===== src/rtl/uart_xcvr_pkg.sv =====
package uart_xcvr_pkg;

  typedef enum logic [1:0] {
    PAR_NONE = 2'd0,
    PAR_EVEN = 2'd1,
    PAR_ODD  = 2'd2,
    PAR_RSVD = 2'd3
  } par_mode_e;

  typedef enum logic [2:0] {
    RS_IDLE  = 3'd0,
    RS_START = 3'd1,
    RS_DATA  = 3'd2,
    RS_PAR   = 3'd3,
    RS_STOP  = 3'd4
  } rx_state_e;

  function automatic logic par_on(input par_mode_e m);
    return (m == PAR_EVEN) || (m == PAR_ODD);
  endfunction

endpackage


===== src/rtl/uart_baud_tick.sv =====
module uart_baud_tick #(
  parameter int DIV_W = 16
) (
  input  logic             clk,
  input  logic             rst_n,
  input  logic             clr,
  input  logic [DIV_W-1:0] div,
  output logic             tick
);
  logic [DIV_W-1:0] cnt_q;
  logic [DIV_W-1:0] lim;

  assign lim  = (div == '0) ? '0 : div - 1'b1;
  assign tick = !clr && (cnt_q >= lim);

  always_ff @(posedge clk) begin
    if (!rst_n)            cnt_q <= '0;
    else if (clr)          cnt_q <= '0;
    else if (cnt_q >= lim) cnt_q <= '0;
    else                   cnt_q <= cnt_q + 1'b1;
  end

  // with a divisor above one, ticks are never back to back
  a_r2_tick_gap: assert property (@(posedge clk) disable iff (!rst_n)
    (lim != '0 && tick) |=> !tick);

endmodule


===== src/rtl/uart_tx_core.sv =====
module uart_tx_core
  import uart_xcvr_pkg::*;
#(
  parameter int DATA_W = 9,
  parameter int OVS    = 16,
  localparam int NB_W  = $clog2(DATA_W + 1)
) (
  input  logic              clk,
  input  logic              rst_n,
  input  logic [NB_W-1:0]   nbits,
  input  par_mode_e         par_mode,
  input  logic              stop2,
  input  logic              tick,
  output logic              tick_clr,
  input  logic [DATA_W-1:0] in_data,
  input  logic              in_valid,
  output logic              in_ready,
  output logic              line
);
  localparam int FRM_W = DATA_W + 4;
  localparam int LEN_W = $clog2(FRM_W + 1);
  localparam int OC_W  = $clog2(OVS);

  logic             busy_q;
  logic [FRM_W-1:0] frame_q;
  logic [LEN_W-1:0] left_q;
  logic [OC_W-1:0]  ovs_q;
  logic             accept;
  logic [FRM_W-1:0] load_frame;
  logic [LEN_W-1:0] load_len;
  logic             ones;
  logic             pen;

  assign in_ready = !busy_q;
  assign accept   = in_valid && !busy_q;
  assign tick_clr = accept;
  assign line     = frame_q[0];
  assign pen      = par_on(par_mode);

  always_comb begin
    load_frame    = '1;
    load_frame[0] = 1'b0;
    ones          = 1'b0;
    for (int i = 0; i < DATA_W; i++) begin
      if (i < int'(nbits)) begin
        load_frame[i+1] = in_data[i];
        ones            = ones ^ in_data[i];
      end
    end
    if (pen) load_frame[int'(nbits)+1] = ones ^ (par_mode == PAR_ODD);
    load_len = LEN_W'(int'(nbits) + 2 + int'(pen) + int'(stop2));
  end

  always_ff @(posedge clk) begin
    if (!rst_n) begin
      busy_q  <= 1'b0;
      frame_q <= '1;
      left_q  <= '0;
      ovs_q   <= '0;
    end else if (accept) begin
      busy_q  <= 1'b1;
      frame_q <= load_frame;
      left_q  <= load_len;
      ovs_q   <= '0;
    end else if (busy_q && tick) begin
      if (ovs_q == OC_W'(OVS - 1)) begin
        ovs_q   <= '0;
        frame_q <= {1'b1, frame_q[FRM_W-1:1]};
        left_q  <= left_q - 1'b1;
        if (left_q == LEN_W'(1)) busy_q <= 1'b0;
      end else begin
        ovs_q <= ovs_q + 1'b1;
      end
    end
  end

  // an accepted word drops ready and starts the low start bit
  a_r5_accept_starts: assert property (@(posedge clk) disable iff (!rst_n)
    (in_valid && in_ready) |=> (!in_ready && !line));

  // an idle transmitter keeps the line high
  a_r1_idle_high: assert property (@(posedge clk) disable iff (!rst_n)
    in_ready |-> line);

endmodule


===== src/rtl/uart_rx_core.sv =====
module uart_rx_core
  import uart_xcvr_pkg::*;
#(
  parameter int DATA_W = 9,
  parameter int OVS    = 16,
  localparam int NB_W  = $clog2(DATA_W + 1)
) (
  input  logic              clk,
  input  logic              rst_n,
  input  logic [NB_W-1:0]   nbits,
  input  par_mode_e         par_mode,
  input  logic              stop2,
  input  logic              tick,
  output logic              tick_clr,
  input  logic              line,
  output logic              out_valid,
  output logic [DATA_W-1:0] out_data,
  output logic              out_perr,
  output logic              out_ferr
);
  localparam int OC_W = $clog2(OVS);

  logic [1:0]        sync_q;
  logic              s;
  rx_state_e         st_q;
  logic [OC_W-1:0]   ovs_q;
  logic [NB_W-1:0]   idx_q;
  logic [DATA_W-1:0] shreg_q;
  logic              par_q;
  logic              ferr_q;
  logic              stop_idx_q;
  logic              mid_start;
  logic              bit_mid;
  logic              ones;
  logic              exp_par;
  logic              pen;

  assign s         = sync_q[1];
  assign tick_clr  = (st_q == RS_IDLE) && !s;
  assign mid_start = tick && (ovs_q == OC_W'(OVS/2 - 1));
  assign bit_mid   = tick && (ovs_q == OC_W'(OVS - 1));
  assign pen       = par_on(par_mode);

  always_comb begin
    ones = 1'b0;
    for (int i = 0; i < DATA_W; i++)
      if (i < int'(nbits)) ones = ones ^ shreg_q[i];
    exp_par = ones ^ (par_mode == PAR_ODD);
  end

  always_ff @(posedge clk) begin
    if (!rst_n) sync_q <= 2'b11;
    else        sync_q <= {sync_q[0], line};
  end

  always_ff @(posedge clk) begin
    if (!rst_n) begin
      st_q       <= RS_IDLE;
      ovs_q      <= '0;
      idx_q      <= '0;
      shreg_q    <= '0;
      par_q      <= 1'b0;
      ferr_q     <= 1'b0;
      stop_idx_q <= 1'b0;
      out_valid  <= 1'b0;
      out_data   <= '0;
      out_perr   <= 1'b0;
      out_ferr   <= 1'b0;
    end else begin
      out_valid <= 1'b0;
      unique case (st_q)
        RS_IDLE: begin
          if (!s) begin
            st_q  <= RS_START;
            ovs_q <= '0;
          end
        end
        RS_START: begin
          if (mid_start) begin
            ovs_q <= '0;
            if (s) begin
              st_q <= RS_IDLE;
            end else begin
              st_q    <= RS_DATA;
              idx_q   <= '0;
              shreg_q <= '0;
              ferr_q  <= 1'b0;
            end
          end else if (tick) begin
            ovs_q <= ovs_q + 1'b1;
          end
        end
        RS_DATA: begin
          if (bit_mid) begin
            ovs_q          <= '0;
            shreg_q[idx_q] <= s;
            if (idx_q == nbits - 1'b1) begin
              st_q       <= pen ? RS_PAR : RS_STOP;
              stop_idx_q <= 1'b0;
            end else begin
              idx_q <= idx_q + 1'b1;
            end
          end else if (tick) begin
            ovs_q <= ovs_q + 1'b1;
          end
        end
        RS_PAR: begin
          if (bit_mid) begin
            ovs_q <= '0;
            par_q <= s;
            st_q  <= RS_STOP;
          end else if (tick) begin
            ovs_q <= ovs_q + 1'b1;
          end
        end
        RS_STOP: begin
          if (bit_mid) begin
            ovs_q <= '0;
            if (stop2 && !stop_idx_q) begin
              stop_idx_q <= 1'b1;
              ferr_q     <= ferr_q | !s;
            end else begin
              st_q      <= RS_IDLE;
              out_valid <= 1'b1;
              out_data  <= shreg_q;
              out_perr  <= pen && (par_q != exp_par);
              out_ferr  <= ferr_q | !s;
            end
          end else if (tick) begin
            ovs_q <= ovs_q + 1'b1;
          end
        end
        default: st_q <= RS_IDLE;
      endcase
    end
  end

  // a high line keeps the receiver idle
  a_r6_idle_holds: assert property (@(posedge clk) disable iff (!rst_n)
    (st_q == RS_IDLE && s) |=> (st_q == RS_IDLE));

  // a word is only delivered from the stop-bit phase
  a_r7_word_after_stop: assert property (@(posedge clk) disable iff (!rst_n)
    out_valid |-> ($past(st_q) == RS_STOP));

  // no parity error when parity is disabled
  a_r8_no_perr_without_par: assert property (@(posedge clk) disable iff (!rst_n)
    (out_valid && !pen) |-> !out_perr);

endmodule


===== src/rtl/uart_xcvr.sv =====
module uart_xcvr
  import uart_xcvr_pkg::*;
#(
  parameter int DIV_W  = 16,
  parameter int DATA_W = 9,
  parameter int OVS    = 16,
  parameter int MIN_W  = 5,
  localparam int NB_W  = $clog2(DATA_W + 1)
) (
  input  logic              clk,
  input  logic              rst_n,
  input  logic [DIV_W-1:0]  cfg_div,
  input  logic [NB_W-1:0]   cfg_nbits,
  input  logic [1:0]        cfg_par,
  input  logic              cfg_stop2,
  input  logic [DATA_W-1:0] tx_data,
  input  logic              tx_valid,
  output logic              tx_ready,
  output logic              tx_line,
  input  logic              rx_line,
  output logic [DATA_W-1:0] rx_data,
  output logic              rx_valid,
  input  logic              rx_ready,
  output logic              rx_par_err,
  output logic              rx_frm_err
);
  localparam logic [NB_W-1:0] MIN_NB = NB_W'(MIN_W);
  localparam logic [NB_W-1:0] MAX_NB = NB_W'(DATA_W);
  localparam int N_DIR = 2;

  logic [NB_W-1:0]   nb_eff;
  par_mode_e         pmode;
  logic [N_DIR-1:0]  tclr;
  logic [N_DIR-1:0]  tick;
  logic              w_valid;
  logic [DATA_W-1:0] w_data;
  logic              w_perr;
  logic              w_ferr;

  assign nb_eff = (cfg_nbits < MIN_NB) ? MIN_NB :
                  (cfg_nbits > MAX_NB) ? MAX_NB : cfg_nbits;
  assign pmode  = par_mode_e'(cfg_par);

  for (genvar g = 0; g < N_DIR; g++) begin : g_tick
    uart_baud_tick #(.DIV_W(DIV_W)) u_tick (
      .clk  (clk),
      .rst_n(rst_n),
      .clr  (tclr[g]),
      .div  (cfg_div),
      .tick (tick[g])
    );
  end

  uart_tx_core #(.DATA_W(DATA_W), .OVS(OVS)) u_tx (
    .clk     (clk),
    .rst_n   (rst_n),
    .nbits   (nb_eff),
    .par_mode(pmode),
    .stop2   (cfg_stop2),
    .tick    (tick[0]),
    .tick_clr(tclr[0]),
    .in_data (tx_data),
    .in_valid(tx_valid),
    .in_ready(tx_ready),
    .line    (tx_line)
  );

  uart_rx_core #(.DATA_W(DATA_W), .OVS(OVS)) u_rx (
    .clk      (clk),
    .rst_n    (rst_n),
    .nbits    (nb_eff),
    .par_mode (pmode),
    .stop2    (cfg_stop2),
    .tick     (tick[1]),
    .tick_clr (tclr[1]),
    .line     (rx_line),
    .out_valid(w_valid),
    .out_data (w_data),
    .out_perr (w_perr),
    .out_ferr (w_ferr)
  );

  always_ff @(posedge clk) begin
    if (!rst_n) begin
      rx_valid   <= 1'b0;
      rx_data    <= '0;
      rx_par_err <= 1'b0;
      rx_frm_err <= 1'b0;
    end else if (w_valid) begin
      rx_valid   <= 1'b1;
      rx_data    <= w_data;
      rx_par_err <= w_perr;
      rx_frm_err <= w_ferr;
    end else if (rx_valid && rx_ready) begin
      rx_valid <= 1'b0;
    end
  end

  // an unconsumed word stays put until a new one arrives
  a_r10_hold: assert property (@(posedge clk) disable iff (!rst_n)
    (rx_valid && !rx_ready && !w_valid) |=> (rx_valid && $stable(rx_data)));

endmodule


===== config.mk =====
export PLATFORM = sky130hd
export DESIGN_NAME = uart_xcvr
export DESIGN_NICKNAME = d
export VERILOG_FILES = /design/src/rtl/uart_xcvr_pkg.sv /design/src/rtl/uart_baud_tick.sv /design/src/rtl/uart_tx_core.sv /design/src/rtl/uart_rx_core.sv /design/src/rtl/uart_xcvr.sv
export SDC_FILE = /design/constraint.sdc
export NUM_CORES = 1
export LEC_CHECK = 0
export BUFFER_PORTS_ARGS = -buffer_cell sky130_fd_sc_hd__buf_2
export CORE_ASPECT_RATIO = 1.4
export CORE_MARGIN = 2
export CORE_UTILIZATION = 50
export CTS_BUF_LIST = sky130_fd_sc_hd__clkbuf_16
export DETAILED_ROUTE_END_ITERATION = 12
export HOLD_SLACK_MARGIN = 0.12
export PLACE_DENSITY = 0.68
export SLEW_MARGIN = 30
export SYNTH_ARGS = -nofsm -noshare
export SYNTH_HDL_FRONTEND = slang
export SYNTH_SLANG_ARGS = --single-unit

===== constraint.sdc =====
create_clock -name clk -period 10.1 [get_ports clk]
set_input_delay 1.515 -clock clk [delete_from_list [all_inputs] [get_ports clk]]
set_output_delay 1.515 -clock clk [all_outputs]
set_load 0.02 [all_outputs]

==> impl_metrics.yaml <==
status:
  status: "finished clean"
sta:
  timing.fmax_mhz: 172
  slew_violations: 0
  finalSetupTns_ns: 0
  fin_hold_ws_ns: 0.428
  min_period_ns: 5.83
  rsz0062_at_grt: "no"
  hold_viol_final: 0
  fin_crit_sh_pct: 57.7
  clock_skew_ns: 0.0116
  setup_violations: 0
  max_slew.worst_pin.slew_ns: 0.970
  timing.slew.headroom_pct: 35.2
worst_setup_path:
  cp.required_ns: 10.33
  rrSetupSlack_ns: 7.06
  cp-start-kind: "primary input"
  crit_fanout: 13
  cp.arrival_ns: 6.06
  crit_path_end_kind: "register"
  crit_type: "primary input to register"
pwr:
  p_int_uw: 660
  p_seq_share_pct: 46.2
  p_leak_nw: 2.86
  combPwrFrac_pct: 12.4
  ir_worst_vdd_mv: 0.0958
  clock_power_share_pct: 41.4
  p_per_area_nw_per_um2: 131
  sw_frac_of_total_pct: 28.1
  p_sw_uw: 258
logic_synthesis:
  synth-xor-area-share_pct: 9.23
  ys_ff_latch: 103
  yosysSeqAreaShare_pct: 32.4
  avgSynthCellArea_um2: 8.50
  synthMuxAreaShare_pct: 4.73
  synthTopCellsByCount: "dfxtp_1 (103), nor2_1 (82), nand2_1 (78)"
  synthCells: 748
  ys_async_sr_fraction_pct: 0
  synth_warnings: 0
  synth_fa_ha_area_share_pct: 10.4
  synth_most_common_cell: "dfxtp_1"
  syn_area_um2: 6350
  synth-compound-area-share_pct: 16.9
  synthSimpleGateAreaFrac_pct: 22.7
  synth_ff_type: "dfxtp_1"
  netlist-cell-type-count: 70
  synth.area.top_cells: "dfxtp_1 (32%), ha_1 (10%), xnor2_1 (5.4%)"
  synth_fp_nets: 837
  synth-edff-count: 0
  synth_top_family_by_area: "simple AND/OR/NAND/NOR gates"
  synth_top_area_cell: "dfxtp_1"
  yosysTopAreaCellShare_pct: 32.4
finish:
  layout.nets: 872
  nFillCells: 1166
  drive_above_1_share_pct: 12.8
  fin_cells: 938
  diodes: 0
  area_delta_synth_final_pct: 10.4
  final_util_pct: 56.7
placement:
  place_inst: 922
  hpwl_um: 11000
  port-buffer-count: 50
  place.gp.congestion: 0.915
clock_tree:
  hold_buffers: 0
  clkTransAtPathRegs_ns: 0.08
  post-cts-setup-buffers: 0
  htreeDepth: 3
  cts_made_buffers: 9
  root_buffer: "clkbuf_16"
  cts_tree: "done"
  clkSinkCount: 103
  cts_resized: 0
  clockBufferDepth: 2
  clock_latency_ns: 0.36
floorplan:
  dieHeight_um: 137
  row_count: 48
  ios: 51
  core_area_um2: 12400
  die_area_um2: 13600
  floorplan.initialDensity_pct: 51.4
  die_width_um: 99.3
worst_hold_path:
  hold_path.class: "register to register"
flow_run:
  max-cap-violations: 0
detailed_routing:
  drt_iter0_markers: 210
  drc: 0
  wire_per_inst_um: 15.6
  ant_nets: 0
  wl_um: 14600
  vias: 5392
  drt_pass1_iterations: 5
  vias_per_cell: 5.75
global_routing:
  grtUsageTotal_pct: 22.4
  antenna_found_initial: 0
  grt_pass1_vias: 5334
  grt_overflow: 0
  grt_start_max_net_pins: 34
  grt_pass1_wl_um: 24700
[stage by stage]
step	area, µm²	power [mW]	setup slack [ns]
after floorplan	6350	0.514	5.01
after global placement	6680	0.541	3.99
after detailed placement	6690	0.544	3.97
after CTS	7010	0.921	4.32
after global routing	7020	0.957	3.84
final	7020	0.918	4.27
[path summary, 6_finish.rpt]
path / start / end / cells after the start
worst max register to register: g_tick[1].u_tick.cnt_q[5] / u_rx.out_data[6] / 9
worst min-delay path: u_rx.sync_q[0] / u_rx.sync_q[1] / 1
worst min register to register: u_rx.sync_q[0] / u_rx.sync_q[1] / 1
worst max-delay path: cfg_div[0] / u_rx.out_data[6] / 17
[power groups by stage]
stage | clock (mW) | sequential [mW] | combinational [mW]
2_1_floorplan | 0 | 0.429 | 0.0850
3_3_place_gp | 0 | 0.433 | 0.108
3_5_place_dp | 0 | 0.433 | 0.111
4_1_cts | 0.385 | 0.424 | 0.112
5_1_grt | 0.403 | 0.425 | 0.129
6_report | 0.381 | 0.424 | 0.114
[flip-flops by register name (all words and copies together) (netlist names), 9 cells and up]
signal	flops
g_tick.u_tick.cnt_q	32
u_tx.frame_q	13
rx_data	9
u_rx.out_data	9
u_rx.shreg_q	9
[critical path: stages]
cell and delay, ns:
buf_2 0.11, inv_1 0.07, ha_1 0.19, nand2_1 0.09, or3_1 0.38, nor4_1 0.57
nand3_1 0.46, nand2_1 0.22, ha_1 0.26, a21o_1 0.17, a21o_1 0.18, a221oi_2 0.25
o21ai_2 0.12, o21bai_1 0.78, nor2_2 0.36, mux2i_1 0.25, nor2_1 0.06
[layout by cell type, fill, tap and decap left out, types with 5 or more instances in the layout]
master     netlist  final
nand3_1         27     27
a31oi_1          7      7
inv_1           27     27
or3_1            5      5
xnor2_1         39     38
a311o_1          6      6
and3_1          14     14
nor2_4           8      8
ha_1            51     51
nor3_1          14     14
nor4_1           6      6
xor2_1          28     28
nand2b_1         8      8
buf_2            4     50
nor2_1          82     81
dfxtp_1        103    103
a21oi_1         36     36
nand2_1         78     78
mux2i_1         30     30
a21o_1          19     19
clkbuf_16        0      9
nor2b_1         14     14
nand4_1          8      8
a22o_1           9      9
a211oi_1         5      5
o21ai_0         27     27
[final cells by class]
class | instances | area [µm²] | share of cell area (%)
well taps | 150 | 188 | 2.68
clock inverters | 7 | 97.6 | 1.39
multi-input cells | 589 | 4070 | 58.0
clock buffers | 9 | 225 | 3.21
inverters | 27 | 101 | 1.44
repair buffers | 53 | 273 | 3.89
flip-flops and latches | 103 | 2060 | 29.4
[metal layers]
| layer | vias to the layer above | part of all wire (%) | track usage [%] |
|---|---|---|---|
| met5 | - | 0 | 0 |
| met4 | 0 | 2.7 | 9.28 |
| met3 | 27 | 2.7 | 3.04 |
| met2 | 108 | 52 | 41.9 |
| met1 | 2548 | 42 | 25.3 |
| li1 | 2709 | - | - |
[logic make-up (layout without fill, tap and decap cells)]
| family | after synthesis | in the layout |
|---|---|---|
| adder cells (fa/ha/maj) | 52 | 52 |
| AO/OA/AOI/OAI | 152 | 152 |
| AND/OR/NAND/NOR | 288 | 288 |
| XOR/XNOR | 67 | 67 |
| multiplexers | 30 | 30 |
| buffers and inverters | 56 | 96 |
| flip-flops | 103 | 103 |
No activity file was read; power rests on OpenSTA's default activity.
